--- src/rtl/dwb_pkg.sv ---
package dwb_pkg;

   typedef enum logic [1:0] {
      MODE_STRICT  = 2'b00,
      MODE_POSTED  = 2'b01,
      MODE_RELAXED = 2'b10,
      MODE_GATHER  = 2'b11
   } dev_mode_e;

   typedef enum logic [1:0] {
      K_READ   = 2'd0,
      K_POSTED = 2'd1,
      K_LATE   = 2'd2
   } rsp_kind_e;

   function automatic logic mode_early(input logic [1:0] m);
      return m != MODE_STRICT;
   endfunction

   function automatic logic mode_reorder(input logic [1:0] m);
      return m[1];
   endfunction

   function automatic logic mode_gather(input logic [1:0] m);
      return m == MODE_GATHER;
   endfunction

endpackage

--- src/rtl/dwb_kind_fifo.sv ---
module dwb_kind_fifo #(
   parameter int DEPTH = 4,
   parameter int W     = 2
) (
   input  logic         clk,
   input  logic         rst_n,
   input  logic         push_i,
   input  logic [W-1:0] din_i,
   input  logic         pop_i,
   output logic [W-1:0] dout_o,
   output logic         full_o,
   output logic         empty_o
);
   localparam int PW = $clog2(DEPTH);
   localparam int CW = $clog2(DEPTH + 1);

   initial assert (DEPTH >= 2 && (1 << PW) == DEPTH)
      else $error("dwb_kind_fifo: DEPTH must be a power of two >= 2");

   logic [W-1:0]  mem [DEPTH];
   logic [PW-1:0] rp, wp;
   logic [CW-1:0] cnt;

   assign full_o  = cnt == CW'(DEPTH);
   assign empty_o = cnt == '0;
   assign dout_o  = mem[rp];

   always_ff @(posedge clk) begin
      if (!rst_n) begin
         rp  <= '0;
         wp  <= '0;
         cnt <= '0;
         for (int i = 0; i < DEPTH; i++) mem[i] <= '0;
      end else begin
         if (push_i) begin
            mem[wp] <= din_i;
            wp      <= wp + 1'b1;
         end
         if (pop_i) rp <= rp + 1'b1;
         cnt <= cnt + CW'(push_i) - CW'(pop_i);
      end
   end

   // a response must belong to an outstanding transaction
   a_r10_rsp_outstanding: assert property (@(posedge clk) disable iff (!rst_n)
      pop_i |-> !empty_o);
   a_r10_no_overflow: assert property (@(posedge clk) disable iff (!rst_n)
      full_o |-> !push_i);

endmodule

--- src/rtl/dwb_post_buffer.sv ---
module dwb_post_buffer #(
   parameter int DEPTH    = 4,
   parameter int WAW      = 30,
   parameter int DW       = 32,
   parameter bit MERGE_EN = 1'b1
) (
   input  logic                       clk,
   input  logic                       rst_n,
   input  logic                       push_i,
   input  logic                       merge_i,
   input  logic                       pop_i,
   input  logic [WAW-1:0]             in_waddr,
   input  logic [DW-1:0]              in_data,
   input  logic [DW/8-1:0]            in_strb,
   input  logic                       in_gather,
   output logic [WAW-1:0]             head_waddr,
   output logic [DW-1:0]              head_data,
   output logic [DW/8-1:0]            head_strb,
   output logic [WAW-1:0]             tail_waddr,
   output logic                       tail_gather,
   output logic [$clog2(DEPTH+1)-1:0] count_o,
   output logic                       full_o,
   output logic                       empty_o,
   input  logic [WAW-1:0]             probe_waddr,
   output logic                       probe_hit
);
   localparam int SW = DW / 8;
   localparam int PW = $clog2(DEPTH);
   localparam int CW = $clog2(DEPTH + 1);

   initial assert (DEPTH >= 2 && (1 << PW) == DEPTH)
      else $error("dwb_post_buffer: DEPTH must be a power of two >= 2");
   initial assert (DW % 8 == 0)
      else $error("dwb_post_buffer: DW must be whole bytes");

   logic [WAW-1:0] e_waddr [DEPTH];
   logic [DW-1:0]  e_data  [DEPTH];
   logic [SW-1:0]  e_strb  [DEPTH];
   logic           e_gat   [DEPTH];
   logic           e_vld   [DEPTH];
   logic [PW-1:0]  rd_ptr, wr_ptr, tail_ptr;
   logic [CW-1:0]  count;
   logic           merge_go;
   logic [DEPTH-1:0] hit_vec;

   generate
      if (MERGE_EN) begin : g_merge
         assign merge_go = merge_i;
      end else begin : g_nomerge
         assign merge_go = 1'b0;
      end
   endgenerate

   generate
      for (genvar g = 0; g < DEPTH; g++) begin : g_probe
         assign hit_vec[g] = e_vld[g] && (e_waddr[g] == probe_waddr);
      end
   endgenerate

   assign probe_hit   = |hit_vec;
   assign tail_ptr    = wr_ptr - 1'b1;
   assign head_waddr  = e_waddr[rd_ptr];
   assign head_data   = e_data[rd_ptr];
   assign head_strb   = e_strb[rd_ptr];
   assign tail_waddr  = e_waddr[tail_ptr];
   assign tail_gather = e_gat[tail_ptr];
   assign count_o     = count;
   assign full_o      = count == CW'(DEPTH);
   assign empty_o     = count == '0;

   always_ff @(posedge clk) begin
      if (!rst_n) begin
         rd_ptr <= '0;
         wr_ptr <= '0;
         count  <= '0;
         for (int i = 0; i < DEPTH; i++) begin
            e_waddr[i] <= '0;
            e_data[i]  <= '0;
            e_strb[i]  <= '0;
            e_gat[i]   <= 1'b0;
            e_vld[i]   <= 1'b0;
         end
      end else begin
         if (push_i) begin
            e_waddr[wr_ptr] <= in_waddr;
            e_data[wr_ptr]  <= in_data;
            e_strb[wr_ptr]  <= in_strb;
            e_gat[wr_ptr]   <= in_gather;
            e_vld[wr_ptr]   <= 1'b1;
            wr_ptr          <= wr_ptr + 1'b1;
         end else if (merge_go) begin
            for (int b = 0; b < SW; b++) begin
               if (in_strb[b]) e_data[tail_ptr][8*b +: 8] <= in_data[8*b +: 8];
            end
            e_strb[tail_ptr] <= e_strb[tail_ptr] | in_strb;
         end
         if (pop_i) begin
            e_vld[rd_ptr] <= 1'b0;
            rd_ptr        <= rd_ptr + 1'b1;
         end
         count <= count + CW'(push_i) - CW'(pop_i);
      end
   end

   a_r8_no_overflow: assert property (@(posedge clk) disable iff (!rst_n)
      full_o |-> !push_i);
   a_r8_no_underflow: assert property (@(posedge clk) disable iff (!rst_n)
      empty_o |-> !pop_i);
   // a merge never touches the entry that is next to leave
   a_r5_merge_not_head: assert property (@(posedge clk) disable iff (!rst_n)
      merge_go |-> (count >= CW'(2)) && !push_i);

endmodule

--- src/rtl/dwb_out_stage.sv ---
module dwb_out_stage #(
   parameter int AW = 32,
   parameter int DW = 32
) (
   input  logic            clk,
   input  logic            rst_n,
   input  logic            load_i,
   input  logic            write_i,
   input  logic [AW-1:0]   addr_i,
   input  logic [DW-1:0]   data_i,
   input  logic [DW/8-1:0] strb_i,
   output logic            free_o,
   output logic            dn_valid,
   input  logic            dn_ready,
   output logic            dn_write,
   output logic [AW-1:0]   dn_addr,
   output logic [DW-1:0]   dn_wdata,
   output logic [DW/8-1:0] dn_strb
);
   assign free_o = !dn_valid || dn_ready;

   always_ff @(posedge clk) begin
      if (!rst_n) begin
         dn_valid <= 1'b0;
         dn_write <= 1'b0;
         dn_addr  <= '0;
         dn_wdata <= '0;
         dn_strb  <= '0;
      end else if (free_o) begin
         dn_valid <= load_i;
         if (load_i) begin
            dn_write <= write_i;
            dn_addr  <= addr_i;
            dn_wdata <= data_i;
            dn_strb  <= strb_i;
         end
      end
   end

   a_r9_hold: assert property (@(posedge clk) disable iff (!rst_n)
      dn_valid && !dn_ready |=> dn_valid && $stable(dn_addr) && $stable(dn_write)
                                && $stable(dn_wdata) && $stable(dn_strb));
   a_r9_load_when_free: assert property (@(posedge clk) disable iff (!rst_n)
      load_i |-> free_o);

endmodule

--- src/rtl/devmem_wbuf.sv ---
module devmem_wbuf #(
   parameter int AW        = 32,
   parameter int DW        = 32,
   parameter int BUF_DEPTH = 4,
   parameter int OUTS      = 4,
   parameter bit GATHER_EN = 1'b1
) (
   input  logic            clk,
   input  logic            rst_n,
   input  logic            req_valid,
   output logic            req_ready,
   input  logic            req_write,
   input  logic [1:0]      req_mode,
   input  logic [AW-1:0]   req_addr,
   input  logic [DW-1:0]   req_wdata,
   input  logic [DW/8-1:0] req_strb,
   output logic            wr_ack,
   output logic            wr_ack_err,
   output logic            rd_valid,
   output logic [DW-1:0]   rd_data,
   output logic            rd_err,
   output logic            dn_valid,
   input  logic            dn_ready,
   output logic            dn_write,
   output logic [AW-1:0]   dn_addr,
   output logic [DW-1:0]   dn_wdata,
   output logic [DW/8-1:0] dn_strb,
   input  logic            dn_rsp_valid,
   input  logic [DW-1:0]   dn_rsp_rdata,
   input  logic            dn_rsp_err
);
   import dwb_pkg::*;

   localparam int SW   = DW / 8;
   localparam int OFFB = $clog2(SW);
   localparam int WAW  = AW - OFFB;
   localparam int CW   = $clog2(BUF_DEPTH + 1);

   initial assert (SW >= 1 && (1 << OFFB) == SW)
      else $error("devmem_wbuf: DW/8 must be a power of two");
   initial assert (AW > OFFB)
      else $error("devmem_wbuf: AW too small");

   logic [WAW-1:0] req_waddr;
   logic           m_early, m_reorder, m_gather;
   logic           acc, direct, want_merge, push, head_go, ob_load;
   logic           ob_free, late_pend;
   logic           kinds_full, kinds_empty;
   logic [1:0]     kind_in, kind_head;
   logic           rsp_read, rsp_late;
   logic [WAW-1:0] head_waddr, tail_waddr;
   logic [DW-1:0]  head_data;
   logic [SW-1:0]  head_strb;
   logic           tail_gather, buf_full, buf_empty, buf_hit;
   logic [CW-1:0]  buf_count;
   logic           ob_write;
   logic [AW-1:0]  ob_addr;
   logic [DW-1:0]  ob_data;
   logic [SW-1:0]  ob_strb;

   assign req_waddr = req_addr[AW-1:OFFB];
   assign m_early   = mode_early(req_mode);
   assign m_reorder = mode_reorder(req_mode);
   assign m_gather  = mode_gather(req_mode) && GATHER_EN;

   always_comb begin
      if (late_pend)
         req_ready = 1'b0;
      else if (req_write && m_early)
         req_ready = !buf_full;
      else if (req_write)
         req_ready = ob_free && !kinds_full && buf_empty;
      else
         req_ready = ob_free && !kinds_full && (m_reorder ? !buf_hit : buf_empty);
   end

   assign acc        = req_valid && req_ready;
   assign direct     = acc && !(req_write && m_early);
   assign want_merge = acc && req_write && m_early && m_gather && tail_gather
                       && (buf_count >= CW'(2)) && (tail_waddr == req_waddr);
   assign push       = acc && req_write && m_early && !want_merge;
   assign head_go    = ob_free && !direct && !buf_empty && !kinds_full;
   assign ob_load    = direct || head_go;
   assign kind_in    = direct ? (req_write ? K_LATE : K_READ) : K_POSTED;

   always_comb begin
      if (direct) begin
         ob_write = req_write;
         ob_addr  = req_addr;
         ob_data  = req_wdata;
         ob_strb  = req_write ? req_strb : '0;
      end else begin
         ob_write = 1'b1;
         ob_addr  = {head_waddr, {OFFB{1'b0}}};
         ob_data  = head_data;
         ob_strb  = head_strb;
      end
   end

   dwb_post_buffer #(
      .DEPTH(BUF_DEPTH), .WAW(WAW), .DW(DW), .MERGE_EN(GATHER_EN)
   ) u_buf (
      .clk(clk), .rst_n(rst_n),
      .push_i(push), .merge_i(want_merge), .pop_i(head_go),
      .in_waddr(req_waddr), .in_data(req_wdata), .in_strb(req_strb),
      .in_gather(m_gather),
      .head_waddr(head_waddr), .head_data(head_data), .head_strb(head_strb),
      .tail_waddr(tail_waddr), .tail_gather(tail_gather),
      .count_o(buf_count), .full_o(buf_full), .empty_o(buf_empty),
      .probe_waddr(req_waddr), .probe_hit(buf_hit)
   );

   dwb_out_stage #(.AW(AW), .DW(DW)) u_out (
      .clk(clk), .rst_n(rst_n),
      .load_i(ob_load), .write_i(ob_write), .addr_i(ob_addr),
      .data_i(ob_data), .strb_i(ob_strb), .free_o(ob_free),
      .dn_valid(dn_valid), .dn_ready(dn_ready), .dn_write(dn_write),
      .dn_addr(dn_addr), .dn_wdata(dn_wdata), .dn_strb(dn_strb)
   );

   dwb_kind_fifo #(.DEPTH(OUTS), .W(2)) u_kinds (
      .clk(clk), .rst_n(rst_n),
      .push_i(ob_load), .din_i(kind_in), .pop_i(dn_rsp_valid),
      .dout_o(kind_head), .full_o(kinds_full), .empty_o(kinds_empty)
   );

   assign rsp_read = dn_rsp_valid && (kind_head == K_READ);
   assign rsp_late = dn_rsp_valid && (kind_head == K_LATE);

   always_ff @(posedge clk) begin
      if (!rst_n) begin
         wr_ack     <= 1'b0;
         wr_ack_err <= 1'b0;
         rd_valid   <= 1'b0;
         rd_data    <= '0;
         rd_err     <= 1'b0;
         late_pend  <= 1'b0;
      end else begin
         wr_ack     <= push || want_merge || rsp_late;
         wr_ack_err <= rsp_late && dn_rsp_err;
         rd_valid   <= rsp_read;
         rd_err     <= rsp_read && dn_rsp_err;
         if (rsp_read) rd_data <= dn_rsp_rdata;
         if (direct && req_write) late_pend <= 1'b1;
         else if (rsp_late)       late_pend <= 1'b0;
      end
   end

   a_r3_late_ack_hold: assert property (@(posedge clk) disable iff (!rst_n)
      late_pend && !dn_rsp_valid |=> !wr_ack);
   a_r3_late_blocks: assert property (@(posedge clk) disable iff (!rst_n)
      late_pend |-> !acc);
   a_r2_early_ack: assert property (@(posedge clk) disable iff (!rst_n)
      acc && req_write && m_early |=> wr_ack && !wr_ack_err);
   a_r6_strict_read_empty: assert property (@(posedge clk) disable iff (!rst_n)
      acc && !req_write && !m_reorder |-> buf_empty);
   a_r7_read_no_match: assert property (@(posedge clk) disable iff (!rst_n)
      acc && !req_write |-> !buf_hit);
   a_r10_read_return: assert property (@(posedge clk) disable iff (!rst_n)
      rsp_read |=> rd_valid && rd_data == $past(dn_rsp_rdata));
   a_r10_idle_no_rsp: assert property (@(posedge clk) disable iff (!rst_n)
      kinds_empty |-> !dn_rsp_valid);

endmodule

--- config.mk ---
export PLATFORM = sky130hd
export DESIGN_NAME = devmem_wbuf
export DESIGN_NICKNAME = d
export VERILOG_FILES = /design/src/rtl/dwb_pkg.sv /design/src/rtl/dwb_kind_fifo.sv /design/src/rtl/dwb_post_buffer.sv /design/src/rtl/dwb_out_stage.sv /design/src/rtl/devmem_wbuf.sv
export SDC_FILE = /design/constraint.sdc
export NUM_CORES = 1
export LEC_CHECK = 0
export BUFFER_PORTS_ARGS = -buffer_cell sky130_fd_sc_hd__buf_2
export CELL_PAD_IN_SITES_DETAIL_PLACEMENT = 0
export CELL_PAD_IN_SITES_GLOBAL_PLACEMENT = 1
export CORE_MARGIN = 1
export CORE_UTILIZATION = 52
export CTS_CLUSTER_SIZE = 20
export DETAILED_ROUTE_END_ITERATION = 8
export GPL_TIMING_DRIVEN = 0
export PLACE_DENSITY_LB_ADDON = 0.2
export SYNTH_ARGS = -nofsm -noshare
export SYNTH_HDL_FRONTEND = slang
export SYNTH_SLANG_ARGS = --single-unit
--- constraint.sdc ---
create_clock -name clk -period 8.2 [get_ports clk]
set_input_delay 0 -clock clk [delete_from_list [all_inputs] [get_ports clk]]
set_output_delay 0 -clock clk [all_outputs]
set_load 0.01 [all_outputs]
# After elaboration in Yosys (flattened, before gate mapping)
# Memories as Yosys holds them, arrays and structs flattened. A register that Yosys moved wholly into a read port is not among the register bits.
# Index checks and enable logic that the tools add are counted.
# classes
bitwise	1
n_lt_le_gt_ge	1
n_reduce_logical	52
addsub	9
n_eq_ne	9
muxes	82
# ops
cell	n
== test 30 bit	5
two-way mux 32 bit	4
OR reduction 32 bit	2
two-way mux 1 bit	52
two-way mux 2 bit	20
two-way mux 30 bit	1
OR reduction 30 bit	1
logical AND 1 bit	25
two-way mux 4 bit	5
OR reduction 4 bit	3
adder 2 x 1 -> 2 bit, second input constant	4
zero test 1 bit	8
adder 3 x 1 -> 3 bit	2
== test 3 bit, second input constant	2
subtractor 3 x 1 -> 3 bit	2
== test 2 bit, second input constant	2
logical OR 1 bit	4
OR 4 bit	1
nonzero test 2 bit	2
>= comparator 3 x 2 -> 1 bit, second input constant	1
zero test 3 bit	1
OR reduction 1 bit	3
zero test 2 bit	1
AND reduction 2 bit	1
2 further kinds	2
# word_totals
input_bits	109
elab_cells	177
mem_bits_rw	280
memories	6
ff_bits	121
# mem_list
memory	words	word_bits	read_ports	rd_ports_with_merged_regs	write_ports	line	rtl
u_buf.e_data	4	32	1	1	4	dwb_post_buffer.sv:37	logic [DW-1:0] e_data [DEPTH];
u_buf.e_waddr	4	30	6	1	4	dwb_post_buffer.sv:36	logic [WAW-1:0] e_waddr [DEPTH];
u_buf.e_strb	4	4	2	1	4	dwb_post_buffer.sv:38	logic [SW-1:0] e_strb [DEPTH];
u_kinds.mem	4	2	1	1	4	dwb_kind_fifo.sv:20	logic [W-1:0] mem [DEPTH];
u_buf.e_gat	4	1	1	0	4	dwb_post_buffer.sv:39	logic e_gat [DEPTH];
u_buf.e_vld	4	1	4	0	4	dwb_post_buffer.sv:40	logic e_vld [DEPTH];

# Logic depth before layout (Yosys ltp)
# Gate-level depths: netlist of the first run.
# An unclocked memory read counts as a cell.
# logic_depth
depth_word	25
depth_mapped	18
depth_no_buf	14

# Modules after synthesis
# From an unflattened synthesis of the first run, not the netlist that was laid out.
# hier_totals
hier_cells	1707
hier_area_um2	20632.3
# by_module_without_submodules
mod	area_each_um2	cells_each	n_inst	seq_area_each_um2
dwb_post_buffer	14407.6	1037	1	8277.9
dwb_out_stage	2761.4	304	1	1401.3
devmem_wbuf	2723.9	304	1	740.7
dwb_kind_fifo	739.5	62	1	420.4

# Worst setup path after synthesis of the first run
# No wires, ideal clock.
# synth_path
path_kind	flip-flop to flip-flop
start	register u_buf.wr_ptr[1]
end	memory u_buf.e_strb[3][0] in the netlist's numbering, enable pin
t_required_ps	7894
n_path_buf	3
setup_ps	306
period_less_slack_ps	4321
setup_slack_ps	3879
arrival_ps	4014
path_stages_with_launch	12
path_cell_list	dfxtp_1 buf_6 mux4_1 xnor2_1 nand4_1 nor4bb_1 and4_1 clkbuf_1 and2_1 buf_4 o21ai_1 a31o_2
# synth_lines
item	line	rtl
start: declaration	dwb_post_buffer.sv:41	logic [PW-1:0] rd_ptr, wr_ptr, tail_ptr;
start signal: assignment	dwb_post_buffer.sv:90	wr_ptr <= wr_ptr + 1'b1;
end: declaration	dwb_post_buffer.sv:38	

# Worst setup path in the final report of the first run
# layout_path
start	register u_buf.wr_ptr[0]
end	register u_buf.count[2], in the netlist u_buf.count_o[2]
# layout_between
elab_chain_cells	9
elab_cells_between_ends	11
# layout_lines
item	line	rtl
subtractor 2 x 1 -> 2 bit *	dwb_post_buffer.sv:61	assign tail_ptr = wr_ptr - 1'b1;
branches (longest 3 deep; another with memory (4 x 30 bit))	-	
logical AND 1 bit *	devmem_wbuf.sv:80	&& (buf_count >= CW'(2)) && (tail_waddr == req_waddr);
zero test 1 bit *	devmem_wbuf.sv:81	assign push = acc && req_write && m_early && !want_merge;
logical AND 1 bit *	devmem_wbuf.sv:81	
named net push	devmem_wbuf.sv:46	logic acc, direct, want_merge, push, head_go, ob_load;
adder 3 x 1 -> 3 bit *	dwb_post_buffer.sv:101	count <= count + CW'(push_i) - CW'(pop_i);
subtractor 3 x 1 -> 3 bit *	dwb_post_buffer.sv:101	
end signal: assignment	dwb_post_buffer.sv:101	
end: declaration	dwb_post_buffer.sv:42	logic [CW-1:0] count;
# Mark *: on every way through the listed nets, which the timed path passes.
# A chain may end at the register's enable or synchronous reset.

==> results.tsv, run 1 <==
metric	value	unit
hold path endpoint	u_out.dn_addr[12]$_SDFFE_PN0P_	
Power Density	274	nW/µm²
I/O Buffers	193	
hold crit path type	input pin to flip-flop	
Chip Width	204	µm
Worst Tran Pin Value	1.34	ns
Die Y	204	µm
First DRT Iteration DRCs	2020	
Post-synth EDFFs	273	
RSZ-0062 raised after global routing	false	
main combinational cell family by area after synthesis	simple AND/OR/NAND/NOR gates	
IO Pins	216	
Post-CTS Setup Bufs	0	
first-pass GRT wire length	108000	µm
Seq/Total Area, Yosys	50.9	%
Syn Area/Cell	12.1	µm²
Setup crit end kind	flip-flop	
final hold violation count	0	
hpwl dp	53600	µm
XOR/XNOR share of the synthesized area	6.09	%
CTS buffer count	45	
Max-slew headroom	10.8	%
antenna-violating nets left	0	
hold path start	req_addr[12]	
Overflow after GRT	0	
WP data required	8.64	ns
reg2reg path depth	17	
vias in the first global route	16400	
synthesized flop and latch total	405	
hold path depth	3	
vias	17000	
Max Root-Sink Buffers	3	
Startpoint Class	flip-flop	
Avg WL per Cell	27.8	µm
Netlist cell types	78	
Synth Net Count	1882	
clock period minus worst slack	5.06	ns
Clock transition at path regs	0.06	ns
Core Rows	73	
clock sinks	405	
multi-input logic area	9620	µm²
LEAKAGE	9.97	nW
Setup Viol. Count Final	0	
Max-Cap Viols	0	
share of flip-flops with an asynchronous set or reset	0	%
leading area contributor after synthesis	edfxtp_1	
fin. max-slew vios	0	
maximum VDD drop	0.185	mV
largest net degree at the start of global routing	31	
fin crit share	61.7	%
top_reg_cell synth	edfxtp_1	
final core utilization	63.6	%
CTS tree	built	
Cell Chain, Critical Path	buf_4, buf_2, mux2i_1, o22ai_1, a2111oi_0, nor4bb_1, and4_1, clkbuf_1, and2_1, buf_4, buf_6, buf_2, nor2_1, ha_1, fa_1, xor2_1, nor2_1	
fin cells	2663	
clock root buffer	clkbuf_16	
setup slack after layout	3.14	ns
post-place setup slack	3.35	ns
setup TNS	0	ns
reg2reg setup slack	3.14	ns
Initial Util	53.1	%
core area	40100	µm²
Reg area	10800	µm²
Fill cells	3171	
mux cell area share after synthesis	14.9	%
synth top area cells	edfxtp_1 (38%), dfxtp_1 (12%), mux4_2 (8.8%)	
die area	41800	µm²
critical path arrival	5.50	ns
post-synth design cell area	21300	µm²
Yosys top cell area share	38.5	%
final RePlAce weighted congestion	0.991	
critical path peak fanout	10	
Ys Warns	0	
delay of the slowest critical-path stage	0.52	ns
Top Family by Delay on Critical Path	buffers and inverters	
FMAX	0.198	GHz
H-tree Lvls	2	
Reg2Reg Capture Point	u_buf.count_o[2]$_SDFF_PN0_	
Cells after DPL	2482	
initial antenna violation count	3	
DRT Pass-1 Iters	6	
FF-to-FF Start	u_buf.wr_ptr[0]$_SDFFE_PN0P_	
clk_lat worst skew	0.60	ns
clock skew	0.0339	ns
gr usage total	35.7	%
share of layout cells above drive strength 1	19.3	%
Simple-Gate Fraction of Synth Area	15.6	%
CP Class	flip-flop to flip-flop	
DRT Wirelength	74100	µm
Critical path buffers and inverters	6	
Synth Area in Adders	0.717	%
Mapped Cells	1762	
Synth Area in Compound Gates	7.75	%
Layout area overhead	19.7	%
Vias/cell	6.40	
status	complete, no violations	
DRC	0	
slowest cell on the critical path	a2111oi_0	
# nets final	2218	
-- Yosys cell counts (7+ instances only) --
library cell and number:
a211oi_1 43, a21o_1 8, a21oi_1 20, a22oi_1 7, and2_1 107, and3_1 169
buf_1 16, buf_2 8, buf_4 7, buf_6 15, clkbuf_1 116, dfxtp_1 132
edfxtp_1 273, ha_1 9, inv_1 29, mux2_2 8, mux2i_1 100, mux4_1 8
mux4_2 83, nand2_1 41, nand2b_1 13, nand3_1 31, nand4_1 33, nor2_1 74
nor2b_1 7, nor3_1 65, nor4_1 16, o21ai_0 50, o311a_1 32, xnor2_1 136
xor2_1 12
-- metrics by stage --
stage	cell area [µm²]	total power, mW	hold WS, ns
2_1_floorplan	21300	4.01	0.123
3_3_place_gp	22900	4.77	0.233
3_5_place_dp	23000	4.81	0.241
4_1_cts	25500	6.97	0.0146
5_1_grt	25500	7.26	0.0410
6_report	25500	6.99	0.0429
-- layout make-up --
type                            count  share of cell area (%)
Multi-Input combinational cell   1166                    37.7
Clock inverter                     20                    1.10
Clock buffer                       64                    5.05
Inverter                           29                   0.427
Antenna cell                        3                  0.0294
Buffer                            162                    2.97
Timing Repair Buffer              289                    7.62
Tap cell                          525                    2.58
Sequential cell                   405                    42.5
-- placed cells by master (no fill, tap or decap), types with 65 or more instances in the layout --
cell type        n
xnor2_1        136
dfxtp_1        132
dlygate4sd3_1   94
nor2_1          74
clkbuf_1       126
buf_2          201
mux2i_1        100
mux4_2          83
and3_1         169
edfxtp_1       273
and2_1         107
nor3_1          65
-- metal layers --
| metal | track usage, % | share of wire [%] | vias up |
|---|---|---|---|
| li1 | - | - | 7348 |
| met1 | 49.6 | 41 | 8490 |
| met2 | 54.6 | 46 | 1052 |
| met3 | 7.94 | 10 | 148 |
| met4 | 13.3 | 3.5 | 6 |
| met5 | 0 | 0.22 | - |
-- worst register-to-register path, stage by stage, from the launching register on --
cell	delay (ns)
dfxtp_1	0.44
buf_4	0.29
buf_2	0.37
mux2i_1	0.34
o22ai_1	0.23
a2111oi_0	0.52
nor4bb_1	0.39
and4_1	0.29
clkbuf_1	0.30
and2_1	0.18
buf_4	0.18
buf_6	0.17
buf_2	0.26
nor2_1	0.08
ha_1	0.24
fa_1	0.40
xor2_1	0.19
nor2_1	0.05
-- logic make-up (layout without fill, tap and decap cells) --
family                     after synthesis  count (layout)
and+or+nand+nor                        583             583
buffers and inverters                  191             564
AOI/OAI and AO/OA                      225             225
other                                    0               3
DFF                                    405             405
xor gates and xnor gates               148             148
muxes                                  199             199
adders and majority gates               11              11
-- report_power, final --
group | total (mW) | switching [mW] | internal (mW)
logic | 2.22 | 1.33 | 0.887
registers | 2.63 | 0.171 | 2.45
clock network | 2.14 | 0.879 | 1.26
-- worst max-delay path by stage --
| stage | startpoint | to | slack (ns) | depth (start not counted) |
|---|---|---|---|---|
| 6_report | u_buf.wr_ptr[0]$_SDFFE_PN0P_ | u_buf.count_o[2]$_SDFF_PN0_ | 3.14 | 17 |
| 5_1_grt | u_buf.wr_ptr[1]$_SDFFE_PN0P_ | u_buf.e_waddr[2][8]$_SDFFCE_PN0P_ | 3.11 | 10 |
| 4_1_cts | u_buf.e_waddr[0][6]$_SDFFCE_PN0P_ | u_kinds.cnt[2]$_SDFF_PN0_ | 3.33 | 14 |
| 3_5_place_dp | u_buf.wr_ptr[1]$_SDFFE_PN0P_ | u_buf.e_waddr[2][23]$_SDFFCE_PN0P_ | 3.35 | 10 |
| 3_3_place_gp | u_buf.wr_ptr[0]$_SDFFE_PN0P_ | u_buf.e_data[3][10]$_DFFE_PP_ | 1.49 | 12 |
| 2_1_floorplan | u_buf.wr_ptr[1]$_SDFFE_PN0P_ | u_buf.e_strb[3][0]$_DFFE_PP_ | 3.88 | 11 |
-- flip-flops by register name (all words and copies together) (netlist names), 8 cells and up, named ones only --
signal          cells
u_buf.e_strb       16
rd_data            32
u_out.dn_addr      32
u_buf.e_waddr     120
u_kinds.mem         8
u_buf.e_data      128
u_out.dn_wdata     32
-- repair_timing --
| action | 4_1_cts | 5_1_grt |
|---|---|---|
| gates resized for setup | 0 | 0 |
| endpoints found under the setup margin | 0 | 0 |
| hold endpoints to repair | 256 | 0 |
| hold buffers | 94 | 0 |
Power figures use the tool's default switching activity.
==> run 2, diff against run 1 <==
--- a/config.mk
+++ b/config.mk
@@ -5,11 +5,12 @@
 export SDC_FILE = /design/constraint.sdc
 export NUM_CORES = 1
 export LEC_CHECK = 0
+export ABC_AREA = 1
 export BUFFER_PORTS_ARGS = -buffer_cell sky130_fd_sc_hd__buf_2
 export CELL_PAD_IN_SITES_DETAIL_PLACEMENT = 0
 export CELL_PAD_IN_SITES_GLOBAL_PLACEMENT = 1
 export CORE_MARGIN = 1
-export CORE_UTILIZATION = 52
+export CORE_UTILIZATION = 45
 export CTS_CLUSTER_SIZE = 20
 export DETAILED_ROUTE_END_ITERATION = 8
 export GPL_TIMING_DRIVEN = 0
==> constraint.sdc (replaced) <==
create_clock -name clk -period 4.85 [get_ports clk]
set_input_delay 0 -clock clk [delete_from_list [all_inputs] [get_ports clk]]
set_output_delay 0 -clock clk [all_outputs]
set_load 0.01 [all_outputs]
==> run 2 against run 1 <==
Net effect:
- clock skew decreased by 0.011 ns
- wire length rose by 18%
- die area up 15%
- critical path type unchanged
==> results.tsv, run 2 <==
metric	value	unit	change
status	complete, no violations		
met2 Use GR	56.2	%	+1.5 points
DRT Pass-1 Iters	6		unchanged
sw frac	40.8	%	+6.7 points
register share of total power	34.1	%	-3.5 points
met1 Usage GRT	49.0	%	-0.64 points
DRT Wirelength	87400	µm	+18%
Syn Area/Cell	8.07	µm²	-33%
clock sinks	405		unchanged
hpwl dp	63600	µm	+19%
CTS buffer count	47		+4.4%
synth top area cells	edfxtp_1 (39%), dfxtp_1 (12%), nand2_1 (11%)		
Power Density	509	nW/µm²	+86%
Initial Util	45.7	%	-7.4 points
Post-synth EDFFs	273		unchanged
hold path endpoint	u_buf.e_waddr[0][13]$_SDFFCE_PN0P_		
clock share of power	27.5	%	-3.2 points
Chip Width	219	µm	+7.4%
GR Util met3	6.61	%	-1.3 points
gr usage total	36.0	%	+0.35 points
share of layout cells above drive strength 1	14.2	%	-5.1 points
CTS tree	built		
FMAX	0.210	GHz	+6.1%
post-synth design cell area	21300	µm²	about the same
top flop regs	u_buf.e_data (128), u_buf.e_waddr (120)		
Clock transition at path regs	0.06	ns	about the same
WP data required	5.16	ns	-3.48 ns
clock skew	0.0226	ns	-0.0113 ns
leading area contributor after synthesis	edfxtp_1		
setup TNS	0	ns	unchanged
vias	20600		+21%
initial antenna violation count	2		-1
max reg flops	128		unchanged
RSZ-0062 raised after global routing	false		
H-tree Lvls	2		unchanged
critical path peak fanout	10		unchanged
Max-slew headroom	15.7	%	+4.9 points
antenna cell count	0		-3
final RePlAce weighted congestion	1.03		+3.9%
Worst Tran Pin Value	1.26	ns	-0.0740 ns
CP Class	flip-flop to flip-flop		
first-pass GRT wire length	125000	µm	+16%
Yosys top cell area share	38.5	%	about the same
Avg WL per Cell	24.0	µm	-14%
Setup Viol. Count Final	0		unchanged
cell area after layout	25800	µm²	+1.2%
most common cell after layout, fill and taps aside	nand2_1		
hold path start	req_addr[15]		
hold crit path type	input pin to flip-flop		
Die Y	219	µm	+7.4%
clk_lat worst skew	0.60	ns	about the same
clock period minus worst slack	4.77	ns	-0.291 ns
vias in the first global route	19300		+17%
clock root buffer	clkbuf_16		
reg2reg path depth	15		-2
Reg2Reg Capture Point	u_buf.e_waddr[3][14]$_DFFE_PP_		
hold path depth	4		+1
Cells after DPL	3460		+39%
fin. max-slew vios	0		unchanged
First DRT Iteration DRCs	2362		+17%
reg2reg setup slack	0.08	ns	-3.06 ns
core area	46600	µm²	+16%
count leader, synth	nand2_1		
Max Root-Sink Buffers	3		unchanged
Ys Warns	0		unchanged
IO Pins	216		unchanged
final core utilization	55.4	%	-8.2 points
Startpoint Class	flip-flop		
antenna-violating nets left	0		unchanged
Max-Cap Viols	0		unchanged
DRC	0		unchanged
Netlist cell types	50		-36%
I/O Buffers	213		+10%
maximum VDD drop	0.447	mV	+140%
Largest Register	u_buf.e_data		
Overflow after GRT	0		unchanged
combinational share of power	38.5	%	+6.8 points
Core Rows	79		+8.2%
LEAKAGE	11.3	nW	+13%
fin crit share	98.3	%	+37 points
# nets final	3124		+41%
largest net degree at the start of global routing	31		unchanged
FF-to-FF Start	u_buf.wr_ptr[1]$_SDFFE_PN0P_		
Synth top cells by count	nand2_1 (629), nor2_1 (344), inv_1 (286), edfxtp_1 (273), o21ai_0 (227)		
Seq/Total Area, Yosys	50.9	%	about the same
synthesized flop and latch total	405		unchanged
Synth Net Count	2756		+46%
die area	48200	µm²	+15%
commonest cells after routing, fill and taps aside	nand2_1 (624), nor2_1 (342), inv_1 (286), edfxtp_1 (273), buf_2 (251)		
critical path arrival	5.08	ns	-0.42 ns
Net Sw Power	5.36	mW	+120%
Vias/cell	5.65		-12%
internal power	7.77	mW	+69%
global route hottest layer	met2		
final hold violation count	0		unchanged
Layout area overhead	21.2	%	
area post-placement	23200	µm²	+1.0%
Setup crit end kind	flip-flop		
fin cells	3650		+37%
Mapped Cells	2636		+50%
top_reg_cell synth	edfxtp_1		
share of flip-flops with an asynchronous set or reset	0	%	unchanged
-- run 2: per-stage QoR --
stage / power [mW] / hold slack (ns) / setup slack, ns
final: 13.1 / 0.0148 / 0.0827
after detailed placement: 9.36 / 0.236 / -0.203
after global placement: 9.29 / 0.240 / -1.72
after global routing: 13.7 / 0.0392 / 0.0446
after CTS: 13.0 / 0.000972 / 0.0214
after floorplan: 7.31 / 0.134 / 1.22
-- run 2: kinds of logic after synthesis --
| group | after synthesis | share of synthesized area, % |
|---|---|---|
| AOI/OAI and AO/OA | 555 | 15.6 |
| xor gates and xnor gates | 13 | 0.535 |
| adders and majority gates | 11 | 0.717 |
| buffers and inverters | 460 | 8.53 |
| DFF | 405 | 50.9 |
| and+or+nand+nor | 1192 | 23.7 |
-- run 2: worst max path at each step --
stage                                       startpoint                                  to  slack [ns]
floorplan                 u_buf.wr_ptr[0]$_SDFFE_PN0P_            u_buf.e_gat[3]$_DFFE_PP_        1.22
global placement          u_buf.wr_ptr[0]$_SDFFE_PN0P_      u_buf.e_waddr[3][11]$_DFFE_PP_       -1.72
detailed placement        u_buf.wr_ptr[0]$_SDFFE_PN0P_  u_buf.e_waddr[0][10]$_SDFFCE_PN0P_       -0.20
CTS                 u_buf.e_waddr[1][25]$_SDFFCE_PN0P_           u_kinds.cnt[2]$_SDFF_PN0_        0.02
global route              u_buf.wr_ptr[1]$_SDFFE_PN0P_        u_buf.e_data[3][7]$_DFFE_PP_        0.04
finish                    u_buf.wr_ptr[1]$_SDFFE_PN0P_      u_buf.e_waddr[3][14]$_DFFE_PP_        0.08
-- run 2: layout make-up --
class / count / area [µm²]
Buffer: 148 / 638
Clock buffer: 75 / 1450
Clock inverter: 13 / 108
Fill cell: 4389 / 20800
Inverter: 312 / 1180
Multi-Input combinational cell: 1771 / 8650
Sequential cell: 405 / 10800
Tap cell: 607 / 759
Timing Repair Buffer: 319 / 2170
-- run 2: worst max-delay path: stages, from the launching register on --
cell	delay, ns
dfxtp_1	0.31
inv_1	0.18
nand2_1	0.42
buf_2	0.39
o2111ai_1	0.37
o21ai_1	0.15
nor2_1	0.13
nand2_1	0.06
nor2_1	0.20
nand2_1	0.19
nor2_4	0.19
nor3_1	0.10
inv_1	0.24
clkbuf_1	0.72
clkbuf_1	0.69
nor2_1	0.10
-- run 2: power by group through the flow --
stage               sequential [mW]  combinational [mW]  clock, mW
global placement               4.52                4.77          0
finish                         4.47                5.05       3.61
floorplan                      4.59                2.73          0
detailed placement             4.52                4.84          0
CTS                            4.46                4.92       3.62
global route                   4.52                5.42       3.75
-- run 2: what timing repair did --
item                                    in CTS  in global routing
resized for setup                            4                  7
endpoints found under the hold margin      297                  0
setup buffers                                0                  0
hold buffers                               102                  0
endpoints found under the setup margin      29                 12
-- run 2: metal layers --
| layer | vias up | share of wire (%) |
|---|---|---|
| met5 | - | 0 |
| met4 | 0 | 3.9 |
| met1 | 9821 | 41 |
| met3 | 184 | 9.9 |
| li1 | 9518 | - |
| met2 | 1093 | 45 |
==> run 3, diff against run 2 <==
--- a/config.mk
+++ b/config.mk
@@ -7,7 +7,7 @@
 export LEC_CHECK = 0
 export ABC_AREA = 1
 export BUFFER_PORTS_ARGS = -buffer_cell sky130_fd_sc_hd__buf_2
-export CELL_PAD_IN_SITES_DETAIL_PLACEMENT = 0
+export CELL_PAD_IN_SITES_DETAIL_PLACEMENT = 1
 export CELL_PAD_IN_SITES_GLOBAL_PLACEMENT = 1
 export CORE_MARGIN = 1
 export CORE_UTILIZATION = 45
==> run 3 against run 2 <==
Net effect:
- register-to-register slack hardly changed
- total power is 2.3% higher
- largest power group unchanged
- sequential share of layout area hardly changed
- critical endpoint is now u_buf.e_waddr[0][23]$_SDFFCE_PN0P_
- die area stayed put
- critical path depth is 2 higher
==> results.tsv, run 3 (same netlist as run 2, synthesis figures left out) <==
metric	value	unit	change
hold path start	req_addr[16]		
WP data required	5.18	ns	+0.02 ns
critical path arrival	5.11	ns	+0.03 ns
final hold violation count	0		unchanged
Initial Util	45.7	%	unchanged
clk_lat worst skew	0.61	ns	about the same
Total Power	13.4	mW	+2.3%
hold crit path type	input pin to flip-flop		
First DRT Iteration DRCs	2342		-0.85%
Overflow after GRT	0		unchanged
hold path depth	4		unchanged
Detail Route met3 WL	8800	µm	+2.1%
# nets final	3123		-0.032%
clock skew	0.0183	ns	-0.00431 ns
I/O Buffers	213		unchanged
most common cell after layout, fill and taps aside	nand2_1		
Max Root-Sink Buffers	3		unchanged
maximum VDD drop	0.469	mV	+4.9%
Power Density	521	nW/µm²	+2.4%
Top Metal Used	met5		
slowest cell on the critical path	nand2_1		
DRT Wirelength	98300	µm	+12%
Chip Width	219	µm	unchanged
Vias/cell	5.95		+5.4%
Reg2Reg Capture Point	u_buf.e_waddr[0][23]$_SDFFCE_PN0P_		
hpwl dp	68200	µm	+7.3%
fin. max-slew vios	0		unchanged
Post-CTS Setup Bufs	0		unchanged
largest net degree at the start of global routing	31		unchanged
IO Pins	216		unchanged
Net Sw Power	5.67	mW	+5.8%
gr usage total	40.7	%	+4.6 points
antenna-violating nets left	0		unchanged
Cells after DPL	3460		unchanged
FF-to-FF Start	u_buf.wr_ptr[1]$_SDFFE_PN0P_		
Largest Register	u_buf.e_data		
internal power	7.76	mW	about the same
Fill cells	5648		+29%
DRT Pass-1 Iters	5		-1
Setup Viol. Count Final	0		unchanged
CP Class	flip-flop to flip-flop		
Die Y	219	µm	unchanged
hold path endpoint	u_buf.e_waddr[0][14]$_SDFFCE_PN0P_		
final RePlAce weighted congestion	1.03		unchanged
clock share of power	27.1	%	-0.4 points
sw frac	42.2	%	+1.4 points
Top Family by Delay on Critical Path	simple AND/OR/NAND/NOR gates		
CTS tree	built		
Max-Cap Viols	0		unchanged
clock sinks	405		unchanged
Worst Tran Pin Value	1.26	ns	-0.00221 ns
Metal-1 WL	38300	µm	+6.8%
H-tree Lvls	2		unchanged
Avg WL per Cell	27.0	µm	+13%
DRC	0		unchanged
Setup crit end kind	flip-flop		
core area	46600	µm²	unchanged
fin crit share	98.6	%	+0.28 points
commonest cells after routing, fill and taps aside	nand2_1 (624), nor2_1 (342), inv_1 (286), edfxtp_1 (273), buf_2 (251)		
vias in the first global route	22100		+15%
Clock transition at path regs	0.06	ns	about the same
first-pass GRT wire length	142000	µm	+13%
Startpoint Class	flip-flop		
fin cells	3648		-0.055%
FMAX	0.209	GHz	-0.28%
share of layout cells above drive strength 1	14.2	%	-0.056 points
reg2reg setup slack	0.07	ns	about the same
CTS buffer count	47		unchanged
Max-slew headroom	15.9	%	+0.15 points
Core Rows	79		unchanged
Cell Chain, Critical Path	inv_1, nand2_1, buf_2, o2111ai_1, o21ai_1, nor2_1, nand2_1, nor2_1, nand2_1, nor2_4, nor2_1, nand3_1, inv_1, nand2_1, clkbuf_2, nand2_2, buf_12		
Most common cell on crit path	nand2_1		
die area	48200	µm²	unchanged
LEAKAGE	11.3	nW	about the same
clock root buffer	clkbuf_16		
combinational share of power	39.3	%	+0.8 points
clock period minus worst slack	4.78	ns	+0.0135 ns
delay of the slowest critical-path stage	0.42	ns	-0.30 ns
register share of total power	33.5	%	-0.6 points
critical path peak fanout	21		+11
initial antenna violation count	5		+3
reg2reg path depth	17		+2
vias	21700		+5.3%
antenna cell count	0		unchanged
top flop regs	u_buf.e_data (128), u_buf.e_waddr (120)		
final core utilization	55.4	%	about the same
Layout area overhead	21.2	%	about the same
max reg flops	128		unchanged
status	complete, no violations		
Critical path buffers and inverters	5		unchanged
WL met2	46100	µm	+17%
RSZ-0062 raised after global routing	false		
## run 3: cell types whose count changed in the layout (fill, tap and decap cells not counted), sizes merged
cell      change
clkbuf        -4
inv           +2
clkinv        +1
clkinvlp      -1
## run 3: worst reg2reg max path, delay by kind of cell (launching register included)
kind / cells / cell delay [ns]
AND/OR/NAND/NOR: 10 / 2.22
flip-flops: 1 / 0.31
AO/OA/AOI/OAI: 2 / 0.55
buffers and inverters: 5 / 1.42
## run 3: final cells by class
class	count	area [µm²]	share of cell area (%)
clock inverters	15	119	0.461
flip-flops and latches	405	10800	42.0
well taps	607	759	2.95
clock buffers	72	1420	5.52
inverters	312	1180	4.58
repair buffers	319	2170	8.43
plain buffers	147	634	2.46
multi-input cells	1771	8650	33.6
## run 3: how the worst max path moves through the flow
stage,startpoint,endpoint,slack (ns),cells after the start
final,u_buf.wr_ptr[1]$_SDFFE_PN0P_,u_buf.e_waddr[0][23]$_SDFFCE_PN0P_,0.07,17
after global routing,u_buf.wr_ptr[1]$_SDFFE_PN0P_,u_buf.e_waddr[0][23]$_SDFFCE_PN0P_,0.02,17
after CTS,u_buf.e_waddr[1][15]$_SDFFCE_PN0P_,u_kinds.cnt[2]$_SDFF_PN0_,0.02,24
after detailed placement,u_buf.wr_ptr[0]$_SDFFE_PN0P_,u_buf.e_waddr[0][10]$_SDFFCE_PN0P_,-0.29,19
after global placement,u_buf.wr_ptr[0]$_SDFFE_PN0P_,u_buf.e_waddr[3][11]$_DFFE_PP_,-1.72,15
after floorplan,u_buf.wr_ptr[0]$_SDFFE_PN0P_,u_buf.e_gat[3]$_DFFE_PP_,1.22,19
## run 3: routing by layer
layer	up-vias	track usage (%)
met5	-	0
met3	252	7.03
li1	9503	-
met2	1184	66.7
met1	10800	51.6
met4	4	20.6
## run 3: power by group through the flow
stage / clock network [mW] / registers, mW / logic [mW]
6_report: 3.65 / 4.50 / 5.28
5_1_grt: 3.74 / 4.54 / 5.60
4_1_cts: 3.63 / 4.47 / 5.05
3_5_place_dp: 0 / 4.54 / 4.93
3_3_place_gp: 0 / 4.52 / 4.77
2_1_floorplan: 0 / 4.59 / 2.73
## run 3: timing repair
| action | 4_1_cts | 5_1_grt |
|---|---|---|
| hold buffers | 102 | 0 |
| resized for setup | 5 | 6 |
| endpoints found under the setup margin | 40 | 81 |
| endpoints found under the hold margin | 294 | 0 |
## run 3: stage by stage
stage               hold slack (ns)  setup slack (ns)  setup TNS [ns]  area, µm²
finish                       0.0244            0.0692               0      25800
global route                 0.0541            0.0237               0      25800
detailed placement            0.265            -0.285           -7.11      23200
global placement              0.240             -1.72         -108.39      23100
CTS                         0.00241            0.0154               0      25800
floorplan                     0.134              1.22               0      21300
